[src/rtl/balance_time_pkg.sv]
package balance_time_pkg;

    typedef enum logic [1:0] {
        MOVE_HOLD    = 2'd0,
        MOVE_LONGER  = 2'd1,
        MOVE_SHORTER = 2'd2
    } move_e;

    // Pulse length for a setting index: powers of two, except the top
    // index, which uses the all-ones value of its width.
    function automatic int unsigned step_units(input int unsigned idx,
                                               input int unsigned n);
        if (idx == n - 1) begin
            return (32'd1 << idx) - 32'd1;
        end
        return 32'd1 << idx;
    endfunction

endpackage

[src/rtl/balance_time_pace.sv]
module balance_time_pace #(
    parameter int unsigned PACE_W = 4
) (
    input  logic              clk_i,
    input  logic              rst_ni,
    output logic [PACE_W-1:0] cnt_o,
    output logic              due_o
);
    localparam logic [PACE_W-1:0] LAST = '1;

    typedef struct packed {
        logic [PACE_W-1:0] cnt;
    } pace_t;

    pace_t pace_d, pace_q;

    always_comb begin
        pace_d     = pace_q;
        pace_d.cnt = pace_q.cnt + 1'b1;
    end

    always_ff @(posedge clk_i or negedge rst_ni) begin
        if (!rst_ni) begin
            pace_q <= '0;
        end else begin
            pace_q <= pace_d;
        end
    end

    assign cnt_o = pace_q.cnt;
    assign due_o = (pace_q.cnt == LAST);
endmodule

[src/rtl/balance_time_capture.sv]
module balance_time_capture (
    input  logic clk_i,
    input  logic rst_ni,
    input  logic strobe_i,
    input  logic eq_i,
    output logic cap_o
);
    typedef struct packed {
        logic cap;
    } cap_t;

    cap_t cap_d, cap_q;

    always_comb begin
        cap_d = cap_q;
        if (strobe_i) begin
            cap_d.cap = eq_i;
        end
    end

    always_ff @(posedge clk_i or negedge rst_ni) begin
        if (!rst_ni) begin
            cap_q <= '0;
        end else begin
            cap_q <= cap_d;
        end
    end

    assign cap_o = cap_q.cap;
endmodule

[src/rtl/balance_time_position.sv]
module balance_time_position
    import balance_time_pkg::*;
#(
    parameter int unsigned POS_N  = 4,
    localparam int unsigned SEL_W  = $clog2(POS_N),
    localparam int unsigned UNIT_W = POS_N - 1
) (
    input  logic              clk_i,
    input  logic              rst_ni,
    input  logic              due_i,
    input  logic              cap_i,
    output logic [SEL_W-1:0]  sel_o,
    output logic [UNIT_W-1:0] units_o,
    output logic              at_limit_o
);
    // Bit 0 is the longest setting; moving toward bit 0 lengthens the pulse.
    localparam logic [POS_N-1:0] LONGEST = POS_N'(1);

    typedef struct packed {
        logic [POS_N-1:0] pos;
    } pos_t;

    pos_t  pos_d, pos_q;
    move_e move;

    logic [SEL_W-1:0]  sel_term  [POS_N];
    logic [UNIT_W-1:0] unit_term [POS_N];

    always_comb begin
        move = MOVE_HOLD;
        if (due_i) begin
            move = cap_i ? MOVE_SHORTER : MOVE_LONGER;
        end
    end

    always_comb begin
        pos_d = pos_q;
        case (move)
            MOVE_LONGER: begin
                if (!pos_q.pos[0]) begin
                    pos_d.pos = pos_q.pos >> 1;
                end
            end
            MOVE_SHORTER: begin
                if (!pos_q.pos[POS_N-1]) begin
                    pos_d.pos = pos_q.pos << 1;
                end
            end
            default: ;
        endcase
    end

    always_ff @(posedge clk_i or negedge rst_ni) begin
        if (!rst_ni) begin
            pos_q.pos <= LONGEST;
        end else begin
            pos_q <= pos_d;
        end
    end

    // Setting index k lives in bit POS_N-1-k.
    for (genvar k = 0; k < POS_N; k++) begin : g_enc
        assign sel_term[k]  = pos_q.pos[POS_N-1-k] ? SEL_W'(k) : '0;
        assign unit_term[k] = pos_q.pos[POS_N-1-k] ?
                              UNIT_W'(step_units(k, POS_N)) : '0;
    end

    always_comb begin
        sel_o   = '0;
        units_o = '0;
        for (int k = 0; k < POS_N; k++) begin
            sel_o   = sel_o | sel_term[k];
            units_o = units_o | unit_term[k];
        end
    end

    assign at_limit_o = pos_q.pos[0] | pos_q.pos[POS_N-1];
endmodule

[src/rtl/balance_time_ctrl.sv]
module balance_time_ctrl #(
    parameter int unsigned POS_N  = 4,
    parameter int unsigned PACE_W = 4,
    localparam int unsigned SEL_W  = $clog2(POS_N),
    localparam int unsigned UNIT_W = POS_N - 1
) (
    input  logic              clk_i,
    input  logic              rst_ni,
    input  logic              eq_det_i,
    input  logic              drv_en_i,
    output logic [SEL_W-1:0]  sel_o,
    output logic [UNIT_W-1:0] dly_units_o,
    output logic              at_limit_o
);
    logic [PACE_W-1:0] pace_cnt;
    logic              pace_due;
    logic              cap_q;

    balance_time_pace #(.PACE_W(PACE_W)) u_pace (
        .clk_i  (clk_i),
        .rst_ni (rst_ni),
        .cnt_o  (pace_cnt),
        .due_o  (pace_due)
    );

    balance_time_capture u_capture (
        .clk_i    (clk_i),
        .rst_ni   (rst_ni),
        .strobe_i (drv_en_i),
        .eq_i     (eq_det_i),
        .cap_o    (cap_q)
    );

    balance_time_position #(.POS_N(POS_N)) u_position (
        .clk_i      (clk_i),
        .rst_ni     (rst_ni),
        .due_i      (pace_due),
        .cap_i      (cap_q),
        .sel_o      (sel_o),
        .units_o    (dly_units_o),
        .at_limit_o (at_limit_o)
    );
endmodule

[config.mk]
export PLATFORM = sky130hd
export DESIGN_NAME = balance_time_ctrl
export DESIGN_NICKNAME = d
export VERILOG_FILES = /design/src/rtl/balance_time_pkg.sv /design/src/rtl/balance_time_pace.sv /design/src/rtl/balance_time_capture.sv /design/src/rtl/balance_time_position.sv /design/src/rtl/balance_time_ctrl.sv
export SDC_FILE = /design/constraint.sdc
export NUM_CORES = 1
export LEC_CHECK = 0
export BUFFER_PORTS_ARGS = -buffer_cell sky130_fd_sc_hd__buf_2
export CAP_MARGIN = 20
export CORE_MARGIN = 2
export CORE_UTILIZATION = 30
export CTS_BUF_LIST = sky130_fd_sc_hd__clkbuf_8
export DETAILED_ROUTE_END_ITERATION = 6
export GPL_ROUTABILITY_DRIVEN = 0
export MAX_ROUTING_LAYER = met4
export PLACE_DENSITY = 0.45
export SYNTH_ARGS = -nofsm -noshare
export SYNTH_HDL_FRONTEND = slang
export SYNTH_HIERARCHICAL = 1
export SYNTH_SLANG_ARGS = --single-unit
[constraint.sdc]
create_clock -name clk_i -period 3.8 [get_ports clk_i]
set_input_delay 0.38 -clock clk_i [delete_from_list [all_inputs] [get_ports clk_i]]
set_output_delay 0.38 -clock clk_i [all_outputs]
set_load 0.1 [all_outputs]
# Word-level counts from Yosys, hierarchy flattened
# Index checks and enable logic that the tools add are counted.
dict set report word_totals {
  ff_bits 9
  in_bits 4
  out_inout_bits 6
  word_cells 33
}
dict set report op_classes {
  addsub 1
  n_eq_ne 5
  n_mux 12
  bitwise_logic 6
  n_reduce_logical 4
}
# op count
set ops {}
lappend ops {{2-to-1 mux 2 bit} 5}
lappend ops {{OR 3 bit} 3}
lappend ops {{2-to-1 mux 4 bit} 2}
lappend ops {{one-hot mux 4 bit (2 select lines)} 1}
lappend ops {{2-to-1 mux 3 bit} 2}
lappend ops {{adder 4 x 1 -> 4 bit, second input constant} 1}
lappend ops {{equality test 4 bit, second input constant} 1}
lappend ops {{inequality test 2 bit, second input constant} 2}
lappend ops {{OR 2 bit} 2}
lappend ops {{AND reduction 2 bit} 2}
lappend ops {{AND reduction 3 bit} 1}
lappend ops {{equality test 2 x 1 -> 1 bit, second input constant} 1}
lappend ops {{equality test 2 bit, second input constant} 1}
lappend ops {{2-to-1 mux 1 bit} 2}
lappend ops {{nonzero test 2 bit} 1}
lappend ops {{OR 1 bit} 1}

# Longest topological paths before layout
# Gate-level depths: netlist (run 1).
dict set report logic_depth {
  ltp_word 5
  mapped_depth 5
  depth_no_buf 5
}

# Modules after synthesis
# The synthesis (run 1) kept the hierarchy.
# module n_inst cells_per_inst area_per_inst_um2
set modules_own_cells {}
lappend modules_own_cells {balance_time_position 1 28 252.7}
lappend modules_own_cells {balance_time_pace 1 10 151.4}
lappend modules_own_cells {balance_time_capture 1 2 40.0}

# Least setup slack after synthesis (run 1)
# No wires, ideal clock.
dict set report synth_timing {
  path_kind {flip-flop to output port}
  startpoint {register u_position/pos_q[0] in the netlist's numbering}
  endpoint {output port dly_units_o[0]}
  arrival_ps 1387
  t_required_ps 3420
  setup_slack_ps 2033
  stages_incl_launch_ff 3
  cell_sequence {dfstp_2 -> or2_2 -> buf_4}
}
dict set report synth_between {
  elab_chain_len 2
}
# element line_no
set synth_lines {}
lappend synth_lines {{start, declared} balance_time_position.sv:23} ;# pos_t pos_d, pos_q;
lappend synth_lines {{start signal, assigned} balance_time_position.sv:57} ;# pos_q <= pos_d;
lappend synth_lines {{2-to-1 mux 3 bit} balance_time_position.sv:64} ;# assign unit_term[k] = pos_q.pos[POS_N-1-k] ?
lappend synth_lines {{OR 3 bit} balance_time_position.sv:73} ;# units_o = units_o | unit_term[k];
lappend synth_lines {{end, declared} balance_time_ctrl.sv:12} ;# output logic [UNIT_W-1:0] dly_units_o,
# No other way between the ends.

# Final worst setup path (run 1)
# Ends and elaborated chain as after synthesis.

==> results of run 1 <==
[state kept, by name, summed over array words and instances, names as in the netlist]
| name | flops |
|---|---|
| u_capture/cap_o | 1 |
| u_position/pos_q | 4 |
| u_pace/cnt_o | 4 |
[per-stage QoR]
step           cells  worst slack, ps  area [um2]
6_report          66             2060         541
5_1_grt           66             2000         541
4_1_cts           66             2060         541
3_5_place_dp      61             2220         485
3_3_place_gp      61             2270         485
2_1_floorplan     40             2030         444
[layer usage]
metal	track usage [%]	part of all wire (%)
met4	11.3	2.8
met1	15.9	52
met3	3.88	6.4
met2	14.5	39
met5	-	0
[power by group through the flow]
stage | Clock (W) | Combinational, W | Sequential (W)
6_report | 0.000110 | 0.00000629 | 0.0000994
5_1_grt | 0.000118 | 0.00000711 | 0.0000995
4_1_cts | 0.000111 | 0.00000653 | 0.0000995
3_5_place_dp | 0 | 0.00000572 | 0.000101
3_3_place_gp | 0 | 0.00000565 | 0.000101
2_1_floorplan | 0 | 0.00000231 | 0.000100
[cell usage in the layout, fill, tap and decap left out, types with 2 or more instances in the layout]
cell type,count
buf_2,9
o21ai_0,2
nand2_1,2
dfrtp_1,8
clkbuf_8,3
a21oi_1,3
inv_1,3
or2_2,3
[area by class of cell]
class	count	area (um2)	area share [%]
Clock buffer	3	41.3	7.64
Clock inverter	1	3.75	0.694
Inverter	2	7.51	1.39
Multi-Input combinational cell	26	188	34.7
Sequential cell	9	226	41.9
Tap cell	15	18.8	3.47
Timing Repair Buffer	10	55.1	10.2
[final timing paths]
path | slack [ps] | startpoint | endpoint | cells after the start
setup / recovery | 2060 | u_position/pos_q[0]$_DFFE_PN1P_ | dly_units_o[0] | 2
hold / removal | 370 | eq_det_i | u_capture/cap_o$_DFFE_PN0P_ | 2
setup reg to reg | 2220 | u_pace/cnt_o[0]$_DFF_PN0_ | u_position/pos_q[2]$_DFFE_PN0P_ | 5
hold reg to reg | 460 | u_pace/cnt_o[3]$_DFF_PN0_ | u_pace/cnt_o[3]$_DFF_PN0_ | 1
max in group asynchronous | 3040 | rst_ni | u_position/pos_q[0]$_DFFE_PN1P_ | 2
min in group asynchronous | 520 | rst_ni | u_position/pos_q[2]$_DFFE_PN0P_ | 2
[timing repair]
item | 4_1_cts | 5_1_grt
hold endpoints to repair | 8 | 0
setup endpoints to repair | 0 | 0
hold buffers | 1 | 0
[cells by family after synthesis]
family / share of synthesized area, %
AOI/OAI and AO/OA: 13.2
xor gates and xnor gates: 3.94
adders and majority gates: 2.82
buffers and inverters: 6.76
DFF: 51.0
muxes: 3.38
and+or+nand+nor: 18.9
==> summary.md, run 1 <==
| Metric | Value |
|---|---|
| Worst-path clk slew | `50 ps` |
| CP max-delay cell | `dfstp_2` |
| Total global routing overflow | `0` |
| Max Buffers Root-to-Sink | `2` |
| DRC | `0` |
| Clk_skew | `6.25 ps` |
| Avg Inst Size Synth | `11.1 um2` |
| Crit Path Class | `reg2out` |
| Clock latency on the worst-skew pair | `240 ps` |
| Layout Nets | `57` |
| CP delay by family, top | `flip-flops` |
| Worst vdd ir | `0.000165 V` |
| Comb pwr share | `2.9%` |
| Worst min path class | `in2reg` |
| Post-DR vias/cell | `4.79` |
| Initial core utilization | `32.9%` |
| Post-synthesis async set-or-reset flop share | `100%` |
| Initial antenna violation count | `0` |
| Critical Path RT | `3420 ps` |
| Tot Pwr | `0.000215 W` |
| Max-slew violations | `0` |
| Cell variety after synth | `24` |
| Layout cells sized above 1 | `41.2%` |
| # rows | `13` |
| Die span in x | `42.5 um` |
| Cell area after synthesis | `444 um2` |
| Ys flop type | `dfrtp_1` |
| Vias in the first global route | `331` |
| Die ar. | `1800 um2` |
| Yosys reg bits | `9` |
| Highest Clock Rate | `575 MHz` |
| Synth top area cells | `dfrtp_1 45%, dfstp_2 5.9%, buf_4 5.1%, or2_2 4.2%, a21oi_1 3.4%` |
| Headroom to the max-slew limit | `67.8%` |
| Total power divided by cell area | `399 nW/um2` |
| Sequential fraction of the synthesis area | `51.0%` |
| CTS tree | `done` |
| Root Buffer | `clkbuf_8` |
| # fillers | `132` |
| Post-synth top cells | `8 x dfrtp_1, 3 x a21oi_1, 3 x buf_4, 3 x or2_2` |
| Wire length per cell | `11.8 um` |
| Crit path max fanout | `8` |
| First-pass GRT wire length | `1510 um` |
| Post-Syn Nets | `45` |
| Worst EP arrival | `1360 ps` |
| Mapped Cells | `40` |
| Layout Area Growth over Synthesis | `21.7%` |
| Post-route setup TNS | `0 ps` |
| # clock sinks | `9` |
| Ports | `10` |
| DRT Wirelength | `777 um` |
| Final Cycle Share | `45.8%` |
| CP Capture Type | `output pin` |
| Synth Warn # | `6` |
| Most common cell in the netlist | `dfrtp_1` |
| WHS | `375 ps` |
| LEAKAGE | `0.293 nW` |
| Total GRT Usage | `12.2%` |
| Seq pwr share | `46.1%` |
| Psw | `0.0000440 W` |
| Total core area | `1350 um2` |
| Buffer and inverter count on the worst path | `1` |
| Drt first pass iters | `3` |
| Slowest cell delay on critical path | `580 ps` |
| Endpoints failing setup | `0` |
| Worst Setup Start Kind | `register` |
| Via count | `316` |
| Post-route ant nets | `0` |
| DRT iter0 DRCs | `4` |
| Total CTS buffers | `3` |
| Post-CTS Setup Repair Bufs | `0` |
| Util after Layout | `40.0%` |
| DP HPWL | `563 um` |
| Largest net degree at the start of global routing | `10` |
| Top cell type's share of synthesized area | `45.1%` |
| Switching Fraction | `20.4%` |
| Crit path cell chain | `or2_2 -> buf_2` |
| Maximum level of the CTS H-tree | `1` |
| Status | `finished, final reports clean` |
| Largest area contributor in the netlist | `dfrtp_1` |
| Final Hold Viols | `0` |
| ANT cells | `0` |
| Pint | `0.000171 W` |
| Clk pwr share | `50.9%` |
| Post-synth EDFFs | `0` |
| Max-cap violation count | `0` |
| RSZ-0062 raised after global routing | `false` |
| Resized cells post-CTS | `0` |
| # port buffers | `9` |
| Actual slew at the worst max-slew pin | `486 ps` |
| Tmin final | `1740 ps` |
| Die Span Y | `42.5 um` |
Power figures use the tool's default switching activity.
==> run 2: changes to the inputs <==
--- a/config.mk
+++ b/config.mk
@@ -13,7 +13,7 @@
 export DETAILED_ROUTE_END_ITERATION = 6
 export GPL_ROUTABILITY_DRIVEN = 0
 export MAX_ROUTING_LAYER = met4
-export PLACE_DENSITY = 0.45
+export PLACE_DENSITY = 0.47
 export SYNTH_ARGS = -nofsm -noshare
 export SYNTH_HDL_FRONTEND = slang
 export SYNTH_HIERARCHICAL = 1
==> constraint.sdc (replaced) <==
create_clock -name clk_i -period 1.42 [get_ports clk_i]
set_input_delay 0.142 -clock clk_i [delete_from_list [all_inputs] [get_ports clk_i]]
set_output_delay 0.142 -clock clk_i [all_outputs]
set_load 0.1 [all_outputs]
==> run 2 against run 1 <==
The run now ends with negative setup slack left. Cell count increased by 9.1%. Critical path type is now reg2reg. Wire length up 10%. Highest routed layer unchanged. Hold slack worse by 230 ps.
==> summary.md, run 2 (same netlist as run 1, synthesis figures left out) <==
| Metric | Value |
|---|---|
| ANT cells | `0 (unchanged)` |
| Headroom to the max-slew limit | `82.1% (+14 points)` |
| Tmin final | `1450 ps` |
| CP delay by family, top | `compound AO/OA/AOI/OAI gates` |
| Worst Setup Start Kind | `register` |
| Crit path max fanout | `6 (-2)` |
| Slowest cell delay on critical path | `390 ps (-190 ps)` |
| Worst-path clk slew | `40 ps (about the same)` |
| DRT iter0 DRCs | `3 (-1)` |
| Final Cycle Share | `102%` |
| Crit Path Class | `reg2reg` |
| DRT Wirelength | `857 um (+10%)` |
| # clock sinks | `9 (unchanged)` |
| Final setup margin | `-31.1 ps (-2090 ps)` |
| Post-DR vias/cell | `4.90 (+2.4%)` |
| Wire length per cell | `11.9 um (+1.1%)` |
| Post-route setup TNS | `-31.1 ps (-31.1 ps)` |
| Total CTS buffers | `3 (unchanged)` |
| Die span in x | `42.5 um (unchanged)` |
| LEAKAGE | `0.338 nW (+15%)` |
| Die Span Y | `42.5 um (unchanged)` |
| CTS tree | `done` |
| Drt first pass iters | `4 (+1)` |
| Total power divided by cell area | `814 nW/um2 (+100%)` |
| Vias in the first global route | `350 (+5.7%)` |
| Ports | `10 (unchanged)` |
| Worst EP arrival | `1560 ps (+200 ps)` |
| Total core area | `1350 um2 (unchanged)` |
| Clock latency on the worst-skew pair | `230 ps (about the same)` |
| CP max-delay cell | `dfrtp_1` |
| Worst min path class | `in2reg` |
| Actual slew at the worst max-slew pin | `268 ps (-218 ps)` |
| Commonest non-fill, non-tap cell in the layout | `dfrtp_1` |
| Failing checks | `negative setup slack` |
| Max-cap violation count | `0 (unchanged)` |
| Via count | `353 (+12%)` |
| Die ar. | `1800 um2 (unchanged)` |
| Critical Path RT | `1530 ps (-1890 ps)` |
| Total global routing overflow | `0 (unchanged)` |
| Buffer and inverter count on the worst path | `0 (-1)` |
| Most frequent cells in the layout | `8 x dfrtp_1, 6 x buf_12, 6 x buf_4` |
| Worst vdd ir | `0.000608 V (+270%)` |
| Layout cells sized above 1 | `50.9% (+9.7 points)` |
| Status | `finished with violations` |
| Total GRT Usage | `11.9% (-0.33 points)` |
| Max Buffers Root-to-Sink | `2 (unchanged)` |
| Endpoints failing setup | `1 (+1)` |
| DP HPWL | `637 um (+13%)` |
| Setup WS pre-CTS | `-25.3 ps (-2240 ps)` |
| Crit path cell chain | `ha_2 -> and3_4 -> nor3b_4 -> o21a_1 -> a221o_1` |
| RSZ-0062 raised after global routing | `true` |
| Layout Nets | `63 (+11%)` |
| CP Capture Type | `register` |
| Maximum level of the CTS H-tree | `1 (unchanged)` |
| Initial antenna violation count | `0 (unchanged)` |
| DRC | `0 (unchanged)` |
| # port buffers | `9 (unchanged)` |
| Initial core utilization | `32.9% (unchanged)` |
| # rows | `13 (unchanged)` |
| Clk_skew | `3.64 ps (-2.61 ps)` |
| Largest net degree at the start of global routing | `10 (unchanged)` |
| Root Buffer | `clkbuf_8` |
| Max-slew violations | `0 (unchanged)` |
| Highest Clock Rate | `689 MHz` |
| Layout Area Growth over Synthesis | `56.1%` |
| First-pass GRT wire length | `1500 um (-0.93%)` |
| Post-route ant nets | `0 (unchanged)` |
| Util after Layout | `51.3% (+11 points)` |
| Final Hold Viols | `0 (unchanged)` |
| R2R Setup Slk | `-30 ps (-2250 ps)` |
==> run 2: cell types whose count changed in the layout (fill, tap and decap cells not counted), sizes merged <==
cell	previous run	this run
buf	9	15
==> run 2: power breakdown <==
part / switching (W) / internal, W / leakage, nW
clock network: 0.0000919 / 0.000187 / 0.0269
logic: 0.00000768 / 0.00000993 / 0.195
registers: 0.00000681 / 0.000261 / 0.116
total: 0.000106 / 0.000458 / 0.338
==> run 2: area by class of cell <==
cell class | instances | area, um2
multi-input combinational | 26 | 205
tap | 15 | 18.8
inverter | 2 | 7.51
clock inverter | 1 | 3.75
clock buffer | 3 | 41.3
fill | 122 | 657
timing repair buffer | 16 | 190
sequential | 9 | 226
==> run 2: path summary, 6_finish.rpt <==
| check | startpoint | end | depth (start not counted) |
|---|---|---|---|
| max | u_pace/cnt_o[0]$_DFF_PN0_ | u_position/pos_q[2]$_DFFE_PN0P_ | 5 |
| min | eq_det_i | u_capture/cap_o$_DFFE_PN0P_ | 2 |
| max reg2reg | u_pace/cnt_o[0]$_DFF_PN0_ | u_position/pos_q[2]$_DFFE_PN0P_ | 5 |
| min reg2reg | u_pace/cnt_o[3]$_DFF_PN0_ | u_pace/cnt_o[3]$_DFF_PN0_ | 1 |
| max in group asynchronous | rst_ni | u_position/pos_q[0]$_DFFE_PN1P_ | 2 |
| min in group asynchronous | rst_ni | u_capture/cap_o$_DFFE_PN0P_ | 2 |
==> run 2: repair_timing <==
action	in CTS	in global routing
setup buffers	1	2
pin swaps	0	1
gates resized for setup	0	2
hold buffers	1	0
endpoints found under the hold margin	9	0
endpoints found under the setup margin	1	1
==> run 2: metal layers <==
layer	track usage [%]	share of wire [%]	vias to the layer above
li1	-	-	169
met1	11.2	38	173
met3	7.76	5.6	2
met4	3.75	0.82	0
met5	-	0	-
met2	19.7	55	9
==> run 2: per-stage QoR <==
step	hold slack (ps)	area (um2)	cells	total power [W]
final	144	693	72	0.000564
after global routing	134	693	72	0.000608
after CTS	144	667	70	0.000570
after detailed placement	-2.11	604	64	0.000285
after global placement	-2.19	604	64	0.000285
after floorplan	-154	450	40	0.000274
